**config.mk**
```make
export PLATFORM = sky130hd
export DESIGN_NAME = egy_integrator
export DESIGN_NICKNAME = d
export VERILOG_FILES = /design/src/rtl/egy_pkg.sv /design/src/rtl/egy_ctrl.sv /design/src/rtl/egy_datapath.sv /design/src/rtl/egy_readout.sv /design/src/rtl/egy_integrator.sv
export SDC_FILE = /design/constraint.sdc
export NUM_CORES = 1
export LEC_CHECK = 0
export ABC_CLOCK_PERIOD_IN_PS = 6200
export BUFFER_PORTS_ARGS = -buffer_cell sky130_fd_sc_hd__clkbuf_2
export CAP_MARGIN = 20
export CORE_MARGIN = 2
export CORE_UTILIZATION = 30
export CTS_BUF_LIST = sky130_fd_sc_hd__clkbuf_8
export CTS_CLUSTER_DIAMETER = 120
export DETAILED_ROUTE_END_ITERATION = 7
export GPL_TIMING_DRIVEN = 0
export SLEW_MARGIN = 20
export SYNTH_ARGS = -nofsm -noshare
export SYNTH_HDL_FRONTEND = slang
export SYNTH_SLANG_ARGS = --single-unit
```
**constraint.sdc**
```tcl
create_clock -name clk -period 6.2 [get_ports clk]
set_clock_uncertainty 0.1 [all_clocks]
set_input_delay 0.62 -clock clk [delete_from_list [all_inputs] [get_ports clk]]
set_output_delay 0.62 -clock clk [all_outputs]
set_load 0.05 [all_outputs]
```
**src/rtl/egy_pkg.sv**
```systemverilog
package egy_pkg;
  typedef struct packed {
    logic addSample;
    logic xfer;
    logic clrInt;
    logic overwrite;
  } egy_ctrl_t;
endpackage

```
**src/rtl/egy_ctrl.sv**
```systemverilog
module egy_ctrl (
  input  logic              rst,
  input  logic              sampleStb,
  input  logic              updateEvt,
  input  logic              loadMode,
  output egy_pkg::egy_ctrl_t ctl
);
  always_comb begin
    ctl.addSample = sampleStb & ~rst;
    ctl.xfer      = updateEvt & ~rst;
    ctl.clrInt    = updateEvt | rst;
    ctl.overwrite = loadMode;
  end
endmodule

```
**src/rtl/egy_datapath.sv**
```systemverilog
module egy_datapath #(
  parameter int PWR_W = 32,
  parameter int INT_W = 42,
  parameter int USR_W = 45
) (
  input  logic                     clk,
  input  logic                     rst,
  input  egy_pkg::egy_ctrl_t       ctl,
  input  logic signed [PWR_W-1:0]  pwrIn,
  output logic signed [INT_W-1:0]  intAcc,
  output logic signed [USR_W-1:0]  userReg
);
  localparam int INT_PAD = INT_W - PWR_W;
  localparam int USR_PAD = USR_W - INT_W;

  logic signed [INT_W-1:0] sampleTerm;
  logic signed [INT_W-1:0] intNext;
  logic signed [USR_W-1:0] xferVal;
  logic signed [USR_W-1:0] userNext;

  always_comb begin
    sampleTerm = ctl.addSample ? {{INT_PAD{pwrIn[PWR_W-1]}}, pwrIn} : '0;
    intNext    = intAcc + sampleTerm;
    xferVal    = {{USR_PAD{intNext[INT_W-1]}}, intNext};
    userNext   = ctl.overwrite ? xferVal : userReg + xferVal;
  end

  always_ff @(posedge clk) begin
    if (ctl.clrInt)         intAcc <= '0;
    else if (ctl.addSample) intAcc <= intNext;
    if (rst)                userReg <= '0;
    else if (ctl.xfer)      userReg <= userNext;
  end
endmodule

```
**src/rtl/egy_readout.sv**
```systemverilog
module egy_readout #(
  parameter int USR_W  = 45,
  parameter int WORD_W = 32,
  localparam int NUM_WORDS = (USR_W + WORD_W - 1) / WORD_W
) (
  input  logic [USR_W-1:0]                   userReg,
  output logic [NUM_WORDS-1:0][WORD_W-1:0]   words
);
  for (genvar w = 0; w < NUM_WORDS; w++) begin : g_word
    localparam int LO = w * WORD_W;
    if (LO + WORD_W <= USR_W) begin : g_full
      assign words[w] = userReg[LO+WORD_W-1:LO];
    end else begin : g_part
      assign words[w] = {{(LO+WORD_W-USR_W){userReg[USR_W-1]}}, userReg[USR_W-1:LO]};
    end
  end
endmodule

```
**src/rtl/egy_integrator.sv**
```systemverilog
module egy_integrator #(
  parameter int PWR_W  = 32,
  parameter int INT_W  = 42,
  parameter int USR_W  = 45,
  parameter int WORD_W = 32
) (
  input  logic              clk,
  input  logic              rst,
  input  logic              sampleStb,
  input  logic              updateEvt,
  input  logic              loadMode,
  input  logic [PWR_W-1:0]  pwrIn,
  output logic [WORD_W-1:0] energyLo,
  output logic [WORD_W-1:0] energyHi
);
  localparam int NUM_WORDS = (USR_W + WORD_W - 1) / WORD_W;

  egy_pkg::egy_ctrl_t ctl;
  logic signed [INT_W-1:0] intTotal;
  logic signed [USR_W-1:0] userTotal;
  logic [NUM_WORDS-1:0][WORD_W-1:0] words;

  egy_ctrl u_ctrl (
    .rst(rst), .sampleStb(sampleStb), .updateEvt(updateEvt),
    .loadMode(loadMode), .ctl(ctl)
  );

  egy_datapath #(.PWR_W(PWR_W), .INT_W(INT_W), .USR_W(USR_W)) u_dp (
    .clk(clk), .rst(rst), .ctl(ctl), .pwrIn(pwrIn),
    .intAcc(intTotal), .userReg(userTotal)
  );

  egy_readout #(.USR_W(USR_W), .WORD_W(WORD_W)) u_rd (
    .userReg(userTotal), .words(words)
  );

  assign energyLo = words[0];
  assign energyHi = words[NUM_WORDS-1];
endmodule

```
Yosys cells after proc, flatten, opt, wreduce, memory -nomap -nowiden:

Cells that the tools add are included.

* output and inout bits: 64
* register bits: 87
* bits of input ports: 37
* logic and storage cells: 10

* bitwise logic cells: 4
* $add $sub $neg: 2
* multiplexer cells: 2

Operators with widths (count)
* 45-bit by 42-bit adder with 45-bit output: 1
* 45-bit two-way mux: 1
* 42-bit adder: 1
* 42-bit two-way mux: 1
* 1-bit AND: 2
* 1-bit inverter: 1
* 1-bit bitwise OR: 1

Depth between registers and ports, before layout:

Gate-level depths: netlist (run 1).

* depth in word-level cells: 6
* gate-level depth with buffers: 25
* mapped depth without buffers: 24

By module:

A second synthesis (run 1) with hierarchy kept.

* cell total of the unflattened synthesis: 1176
* area total of the unflattened synthesis: 8954.8 sq um

By module, submodules not included
* egy_datapath: seq. area each 1741.7 sq um, area an instance 8443.1 sq um, times used 1, cells each 1108
* egy_readout: seq. area each 0.0 sq um, area an instance 480.5 sq um, times used 1, cells each 64
* egy_ctrl: seq. area each 0.0 sq um, area an instance 31.3 sq um, times used 1, cells each 4

Least setup slack after synthesis (run 1):

Ideal clock, no wire load.

* kind: input -> register
* from: in rst
* to: reg u_dp.userReg[37]
* path slack: 0.757 ns
* buffers on the path: 2
* stages on the path: 24
* required time: 6.030 ns
* arrival time: 5.273 ns
* cells stage by stage: clkbuf_1 nor2b_1 clkbuf_1 nand2_1 fa_1 nor2b_1 o21ai_0 a21o_1 a211oi_4 nor3_1 o21ai_1 a21oi_1 mux2i_1 or2_2 ha_1 nand2_1 o21ai_0 a211oi_2 and2b_1 a21oi_2 a311o_2 nand4_1 mux2_2 a21oi_1

* word-level cells in the longest chain between the ends: 6
* elaborated cells on any way between the ends: 7
* those cells by class: add/sub: 2; mux: 2; bitwise: 3

Ends and longest elaborated chain
* start: declaration: RTL line egy_integrator.sv:8 `input logic rst,`
* 1-bit inverter: RTL line egy_ctrl.sv:9 `ctl.addSample = sampleStb & ~rst;`
* 1-bit AND: RTL line egy_ctrl.sv:9
* 42-bit two-way mux: RTL line egy_datapath.sv:22 `sampleTerm = ctl.addSample ? {{INT_PAD{pwrIn[PWR_W-1]}}, pwrIn} : '0;`
* 42-bit adder: RTL line egy_datapath.sv:23 `intNext = intAcc + sampleTerm;`
* named net u_dp.intNext[22]: RTL line egy_datapath.sv:17 `logic signed [INT_W-1:0] intNext;`
* 45-bit by 42-bit adder with 45-bit output: RTL line egy_datapath.sv:25 `userNext = ctl.overwrite ? xferVal : userReg + xferVal;`
* 45-bit two-way mux: RTL line egy_datapath.sv:25
* end signal: assignment: RTL line egy_datapath.sv:32 `else if (ctl.xfer) userReg <= userNext;`
* end: declaration: RTL line egy_datapath.sv:11 `output logic signed [USR_W-1:0] userReg`

The timed path passes the listed nets, and every way through them passes these cells.
A chain may end at the register's enable or synchronous reset.

Final worst setup path (run 1):

* from: in rst
* to: reg u_dp.userReg[41]

Same word-level chain as after synthesis.

==> reports/results.tsv, run 1 <==
stage	metric	value	unit
outcome	status	finished clean	
timing	fin_crit	6.00	ns
synthesis	synth_cell_types	84	
synthesis	synth_area_leaders	dfxtp_1, ha_1, a21oi_1	
die	floorplan.initialDensity	30.3	%
setup_path	setup.worst_path.end_class	register	
placement	portBuffers	98	
timing	final-hold-violation-count	0	
synthesis	synth_top_area_cell	dfxtp_1	
setup_path	worst_path_largest_cell_delay	0.46	ns
global_routing	antenna_found_initial	0	
synthesis	dominantRegCellSynth	dfxtp_1	
timing	final_max_slew_viol_count	0	
synthesis	ffs_latches_synth	87	
finish	filler_cell_count	3113	
global_routing	groute.usage.overall	18.8	%
setup_path	setup_crit_start_kind	input pin	
timing	setup_slack	0.197	ns
clock_network	cts_sinks	87	
placement	place_congestion	0.923	
finish	area.sequential	1740	um^2
setup_path	cp_slowest_cell	a311o_2	
drt	drt-wirelength-per-cell	17.8	um
synthesis	seq_area_frac_synth	20.1	%
global_routing	grt.busiest_layer	met2	
timing	finalCritPeriodShare	96.8	%
drt	dr.pass1.iters	5	
global_routing	vias_in_the_first_global_route	8115	
clock_network	clock_latency_late_sink	0.40	ns
finish	multiInputGateArea	6560	um^2
placement	dp_worst_setup_slack	-1.16	ns
finish	n_antenna_cell	0	
timing	fmax	167	MHz
setup_path	worstPathMaxFanout	10	
global_routing	grt.met2_usage	30.6	%
synthesis	ys_warn_count	0	
timing	timing.max_slew.rel_slack	37.1	%
synthesis	synthesis.instances	1122	
setup_path	crit_chain	clkbuf_1 -> nor2b_4 -> clkbuf_2 -> and2_1 -> ha_1 -> buf_2 -> nand4_1 -> or3_4 -> a211oi_4 -> buf_4 -> o311ai_2 -> a211oi_2 -> o21ai_1 -> xnor2_2 -> ha_1 -> a21o_1 -> or3_1 -> a21o_1 -> o21ai_0 -> a21oi_2 -> a311o_2 -> nor4b_2 -> a21oi_1 -> a311oi_1	
synthesis	postSynth.asyncResetShare	0	%
power_and_ir_drop	peakVddDrop	0.110	mV
global_routing	first_pass_grt_wire_length	44900	um
clock_network	cts_root_buffer	clkbuf_8	
global_routing	grt_overflow	0	
drt	viasPerCell	5.31	
power_and_ir_drop	net-switching-power	0.739	mW
clock_network	cts_tree	done	
setup_path	critPathRequiredTime	6.40	ns
clock_network	clkTransAtPathRegs	0.10	ns
synthesis	synthesis.nets	1249	
die	die_height	174	um
synthesis	synth_top_area_share	20.1	%
setup_path	worst_ep_arrival_time	6.21	ns
timing	grt_setup_unrepaired	false	
setup_path	worst-r2r-cell-count	22	
synthesis	synth_enable_flop_cells	0	
global_routing	globalRouteMet3Util	2.73	%
die	design.portCount	101	
hold_path	holdCritPathClass	register to register	
placement	dp_hpwl	22700	um
flow_run	maxCapViolations	0	
clock_network	cts_made_buffers	9	
drt	dr.first_iter.drc_count	743	
timing	finalSetupViolCount	0	
power_and_ir_drop	static_leakage_power	4.76	nW
power_and_ir_drop	power.internal	1.01	mW
die	floorplan.die.width	174	um
clock_network	htreeDepth	3	
finish	final_layout_size_suffix_gt1_share	15.9	%
power_and_ir_drop	sequentialPowerShare	35.7	%
die	placeableCoreArea	28600	um^2
hold_path	hold-path-cell-count	2	
drt	ant_nets	0	
clock_network	cts-root-to-sink-buffers	2	
die	placementRows	62	
drt	via_count	8640	
finish	synthToLayoutAreaGrowth	15.4	%
global_routing	grt_use_met1	26.0	%
power_and_ir_drop	power-per-cell-area	175	nW/um^2
global_routing	grt_start_max_net_pins	26	
die	floorplan.die_area	30300	um^2
setup_path	worstSetupPathType	input pin to register	
power_and_ir_drop	power.combinational.fraction	38.7	%
timing	worstMarginPinSlew	0.943	ns
synthesis	syn_area	8680	um^2
power_and_ir_drop	power.switching_fraction	42.2	%
finish	nNetsFinal	1366	
synthesis	synth_area_per_cell	7.74	um^2
drt	remaining_drc_errors	0	
power_and_ir_drop	clockPowerShare	25.7	%
drt	totalWireLength	29000	um
finish	post-route-util	35.0	%
-- stage by stage --
step	hold WS (ns)	setup TNS, ns	instance area, um^2	power [mW]	std cells
floorplan	0.351	0	8680	1.14	1122
global placement	0.379	-15.85	9650	1.30	1604
detailed placement	0.387	-17.05	9650	1.31	1604
CTS	0.400	0	9890	1.76	1620
global route	0.433	0	10000	1.84	1628
finish	0.403	0	10000	1.75	1628
-- final timing paths --
check / startpoint / endpoint / slack, ns
setup / recovery: rst / u_dp.userReg[41] / 0.20
hold reg to reg: u_dp.intAcc[22] / u_dp.intAcc[22] / 0.40
hold / removal: u_dp.intAcc[22] / u_dp.intAcc[22] / 0.40
setup reg to reg: u_dp.intAcc[0] / u_dp.userReg[41] / 0.74
-- cell usage after synthesis, types with 9 or more instances --
library cell	instances
and2_1	34
buf_4	19
a211oi_1	31
a21oi_1	107
clkbuf_1	43
nor2_1	129
mux2i_1	50
a21o_1	48
nand2_1	88
o21bai_1	11
dfxtp_1	87
o21ai_1	11
o211ai_1	10
xnor2_1	39
ha_1	88
nand3_1	19
nor3_1	23
nand2b_1	12
xor2_1	27
nand4_1	22
o21a_1	9
a31oi_1	11
inv_1	31
o21ai_0	45
-- sequential cells by signal, indices dropped and copies added (netlist names) --
signal	count
u_dp.intAcc	42
u_dp.userReg	45
-- per-layer routing --
layer | part of all wire [%] | vias up
li1 | - | 4315
met1 | 47 | 4060
met2 | 46 | 239
met3 | 5.6 | 26
met4 | 1.5 | 0
met5 | 0 | -
-- power groups by stage --
| stage | Sequential [mW] | Clock, mW | Combinational, mW |
|---|---|---|---|
| finish | 0.624 | 0.449 | 0.676 |
| global route | 0.629 | 0.479 | 0.734 |
| CTS | 0.624 | 0.464 | 0.672 |
| detailed placement | 0.637 | 0 | 0.668 |
| global placement | 0.636 | 0 | 0.661 |
| floorplan | 0.703 | 0 | 0.440 |
-- area by class of cell --
type	count	area share [%]
inverter	33	1.24
timing repair buffer	106	5.49
clock inverter	6	0.687
clock buffer	10	1.37
sequential	87	17.4
tap	384	4.79
buffer	71	3.57
multi-input combinational	931	65.5
-- cells by family after synthesis --
family                   synth area share [%]
AND/OR/NAND/NOR                          20.7
AO/OA/AOI/OAI                            27.5
buffers and inverters                    5.48
XOR/XNOR                                 7.03
flip-flops                               20.1
adder cells (fa/ha/maj)                  13.1
multiplexers                             6.15
-- critical path: cells and delay by family --
family | cells | cell delay, ns
AOI/OAI and AO/OA | 11 | 2.26
and+or+nand+nor | 6 | 1.51
adders and majority gates | 2 | 0.62
buffers and inverters | 4 | 0.89
xor gates and xnor gates | 1 | 0.29
-- repair_timing --
item,in CTS,in global routing
setup buffers,0,8
resized for setup,6,19
hold buffers,0,0
setup endpoints to repair,20,12
pin swaps,0,6
gates cloned,0,0
-- placed cells by master, fill, tap and decap left out, types with 9 or more instances in the layout --
master and n:
a211oi_1 29, xor2_1 26, o21bai_1 11, o21ai_0 44, nor3_1 20, o21ai_1 11
a21o_1 48, a31oi_1 11, dfxtp_1 87, inv_1 31, nand2_1 88, nor2_1 129
and2_1 34, clkbuf_2 102, o21a_1 9, nand4_1 22, buf_4 27, nand2b_1 12
xnor2_1 36, clkbuf_8 10, ha_1 88, clkbuf_1 40, o211ai_1 10, nand3_1 19
mux2i_1 50, a21oi_1 105
Power figures use the tool's default switching activity.
==> run 2: changes to the inputs <==
- SETUP_SLACK_MARGIN: default -> 0.4
==> run 2 against run 1 <==
Flip-flop and latch count stayed put; count of clock-buffer cells in the layout stayed put; sequential share of layout area is 0.37 points lower; critical path type unchanged; highest routed layer unchanged.
==> reports/results.tsv, run 2 (synthesis results as in run 1) <==
stage	metric	value	unit	change
outcome	status	finished clean		
drt	ant_nets	0		unchanged
placement	dp_worst_setup_slack	-1.16	ns	unchanged
finish	mostFrequentLayoutCell	nor2_1		
setup_path	critPathRequiredTime	6.40	ns	about the same
hold_path	timing.hold.worst.start	u_dp.intAcc[22]		
power_and_ir_drop	fin_total_pwr	1.77	mW	+0.95%
power_and_ir_drop	static_leakage_power	4.85	nW	+1.9%
finish	filler_cell_count	3089		-0.77%
drt	drt-wirelength-per-cell	17.8	um	+0.27%
timing	finalCritPeriodShare	91.5	%	-5.3 points
power_and_ir_drop	power-per-cell-area	173	nW/um^2	-1.2%
setup_path	worstPathMaxFanout	10		unchanged
setup_path	cp_slowest_cell	a211oi_2		
finish	post-route-util	35.8	%	+0.76 points
timing	fin_tns_setup	0	ns	unchanged
hold_path	hold-path-cell-count	2		unchanged
drt	topRoutingLayerUsed	met4		
clock_network	htreeDepth	3		unchanged
hold_path	holdPathEnd	u_dp.intAcc[22]		
hold_path	holdCritPathClass	register to register		
drt	dr.first_iter.drc_count	688		-7.4%
finish	layout.cells.most_common_list	nor2_1, clkbuf_2, a21oi_1		
setup_path	worst_path_largest_cell_delay	0.56	ns	+0.10 ns
power_and_ir_drop	peakVddDrop	0.111	mV	+1.4%
setup_path	critical_path.reg2reg.endpoint	u_dp.userReg[41]		
global_routing	grt_overflow	0		unchanged
global_routing	groute.usage.overall	18.9	%	+0.13 points
finish	synthToLayoutAreaGrowth	17.9	%	
finish	reg_top3	u_dp.userReg x45, u_dp.intAcc x42		
clock_network	cts_sinks	87		unchanged
clock_network	clkTransAtPathRegs	0.10	ns	about the same
finish	n_antenna_cell	0		unchanged
die	floorplan.initialDensity	30.3	%	unchanged
die	die_height	174	um	unchanged
timing	final_max_slew_viol_count	0		unchanged
drt	wl_met2	13400	um	+0.49%
die	placeableCoreArea	28600	um^2	unchanged
clock_network	cts-root-to-sink-buffers	2		unchanged
drt	route.met3.wl	1540	um	-5.7%
timing	fin_crit	5.67	ns	-0.329 ns
placement	dp_hpwl	22700	um	unchanged
clock_network	cts_made_buffers	9		unchanged
finish	largest_register_ffs	45		unchanged
drt	viasPerCell	5.31		about the same
die	placementRows	62		unchanged
finish	final_layout_size_suffix_gt1_share	18.8	%	+2.9 points
timing	worstMarginPinSlew	0.907	ns	-0.0365 ns
finish	nNetsFinal	1374		+0.59%
setup_path	worst-r2r-cell-count	22		unchanged
global_routing	antenna_found_initial	0		unchanged
drt	totalWireLength	29200	um	+0.77%
drt	detail_route.wirelength.met1	13600	um	+0.36%
global_routing	grt_start_max_net_pins	26		unchanged
timing	setup_slack	0.525	ns	+0.329 ns
timing	grt_setup_unrepaired	true		
setup_path	worst_ep_arrival_time	5.88	ns	-0.33 ns
die	floorplan.die_area	30300	um^2	unchanged
timing	finalSetupViolCount	0		unchanged
setup_path	critPathBufInv	5		+1
clock_network	cts_tree	done		
setup_path	rrSetupSlack	1.03	ns	+0.29 ns
drt	dr.pass1.iters	5		unchanged
timing	fmax	176	MHz	+5.8%
setup_path	setup.worst_path.end_class	register		
drt	remaining_drc_errors	0		unchanged
placement	portBuffers	98		unchanged
global_routing	vias_in_the_first_global_route	8189		+0.91%
setup_path	rr_startpoint	u_dp.intAcc[0]		
setup_path	crit_chain	clkbuf_2 -> nor2b_4 -> buf_4 -> clkbuf_4 -> and2_1 -> ha_1 -> buf_2 -> nand4_1 -> buf_4 -> a211oi_2 -> o311ai_2 -> a211oi_2 -> o21ai_1 -> xnor2_2 -> ha_4 -> a21o_1 -> or3_1 -> a21o_1 -> o21ai_0 -> a21oi_2 -> a311o_2 -> nor4b_2 -> a21oi_1 -> a311oi_1		
timing	hold_slack	0.407	ns	+0.00419 ns
finish	largest_register	u_dp.userReg		
timing	timing.max_slew.rel_slack	39.5	%	+2.4 points
drt	via_count	8687		+0.54%
placement	place_congestion	0.923		unchanged
setup_path	critPathTopFamily	compound AO/OA/AOI/OAI gates		
clock_network	clock_latency_late_sink	0.41	ns	about the same
clock_network	cts_root_buffer	clkbuf_8		
global_routing	first_pass_grt_wire_length	45200	um	+0.63%
timing	final-hold-violation-count	0		unchanged
setup_path	setup_crit_start_kind	input pin		
flow_run	maxCapViolations	0		unchanged
die	floorplan.die.width	174	um	unchanged
die	design.portCount	101		unchanged
setup_path	worstSetupPathType	input pin to register		
==> run 2: cell types whose count changed in the layout (fill, tap and decap cells not counted), moves of 3 or more <==
cell	change
clkbuf_1	-4
xnor2_1	-3
o21ai_1	-3
xnor2_2	+3
buf_4	+8
a21oi_1	-7
a21oi_2	+6
o21ai_2	+4
clkbuf_2	+3
ha_1	-3
==> run 2: routing by layer <==
metal | up-vias | GRT usage [%]
li1 | 4329 | -
met1 | 4070 | 26.0
met2 | 251 | 30.8
met3 | 37 | 2.73
met4 | 0 | 5.53
met5 | - | 0
==> run 2: metrics by stage <==
step                      area (um^2)  std cells
after floorplan                  8680       1122
after global placement           9650       1604
after detailed placement         9650       1604
after CTS                       10000       1628
after global routing            10200       1636
final                           10200       1636
==> run 2: worst min-delay path, cell delays in order (launching register included) <==
cell      delay, ns
dfxtp_1        0.34
nand2b_1       0.07
a21oi_1        0.05
==> run 2: how the worst max path moves through the flow <==
stage | to | cells after the start | from
after global placement | u_dp.userReg[42] | 25 | rst
after floorplan | u_dp.userReg[37] | 24 | rst
final | u_dp.userReg[41] | 24 | sampleStb
after CTS | u_dp.userReg[41] | 25 | sampleStb
after global routing | u_dp.userReg[41] | 25 | sampleStb
after detailed placement | u_dp.userReg[42] | 25 | rst
==> run 2: final cells by class <==
type / instances / area, um^2 / area share [%]
inverters: 33 / 124 / 1.21
repair buffers: 114 / 611 / 5.96
multi-input cells: 931 / 6700 / 65.5
clock inverters: 6 / 68.8 / 0.672
flip-flops and latches: 87 / 1740 / 17.0
clock buffers: 10 / 138 / 1.34
well taps: 384 / 480 / 4.69
plain buffers: 71 / 374 / 3.65
==> run 2: repair_timing <==
action	CTS	global route
resized for setup	20	42
buffers inserted	8	8
pin swaps	6	10
setup endpoints to repair	27	14
hold buffers	0	0
gates cloned	0	0
==> run 2: where the power goes <==
| group | total (mW) | switching, mW | internal [mW] |
|---|---|---|---|
| combinational | 0.688 | 0.457 | 0.231 |
| clock | 0.455 | 0.255 | 0.200 |
| sequential | 0.624 | 0.0375 | 0.587 |
| total | 1.77 | 0.749 | 1.02 |
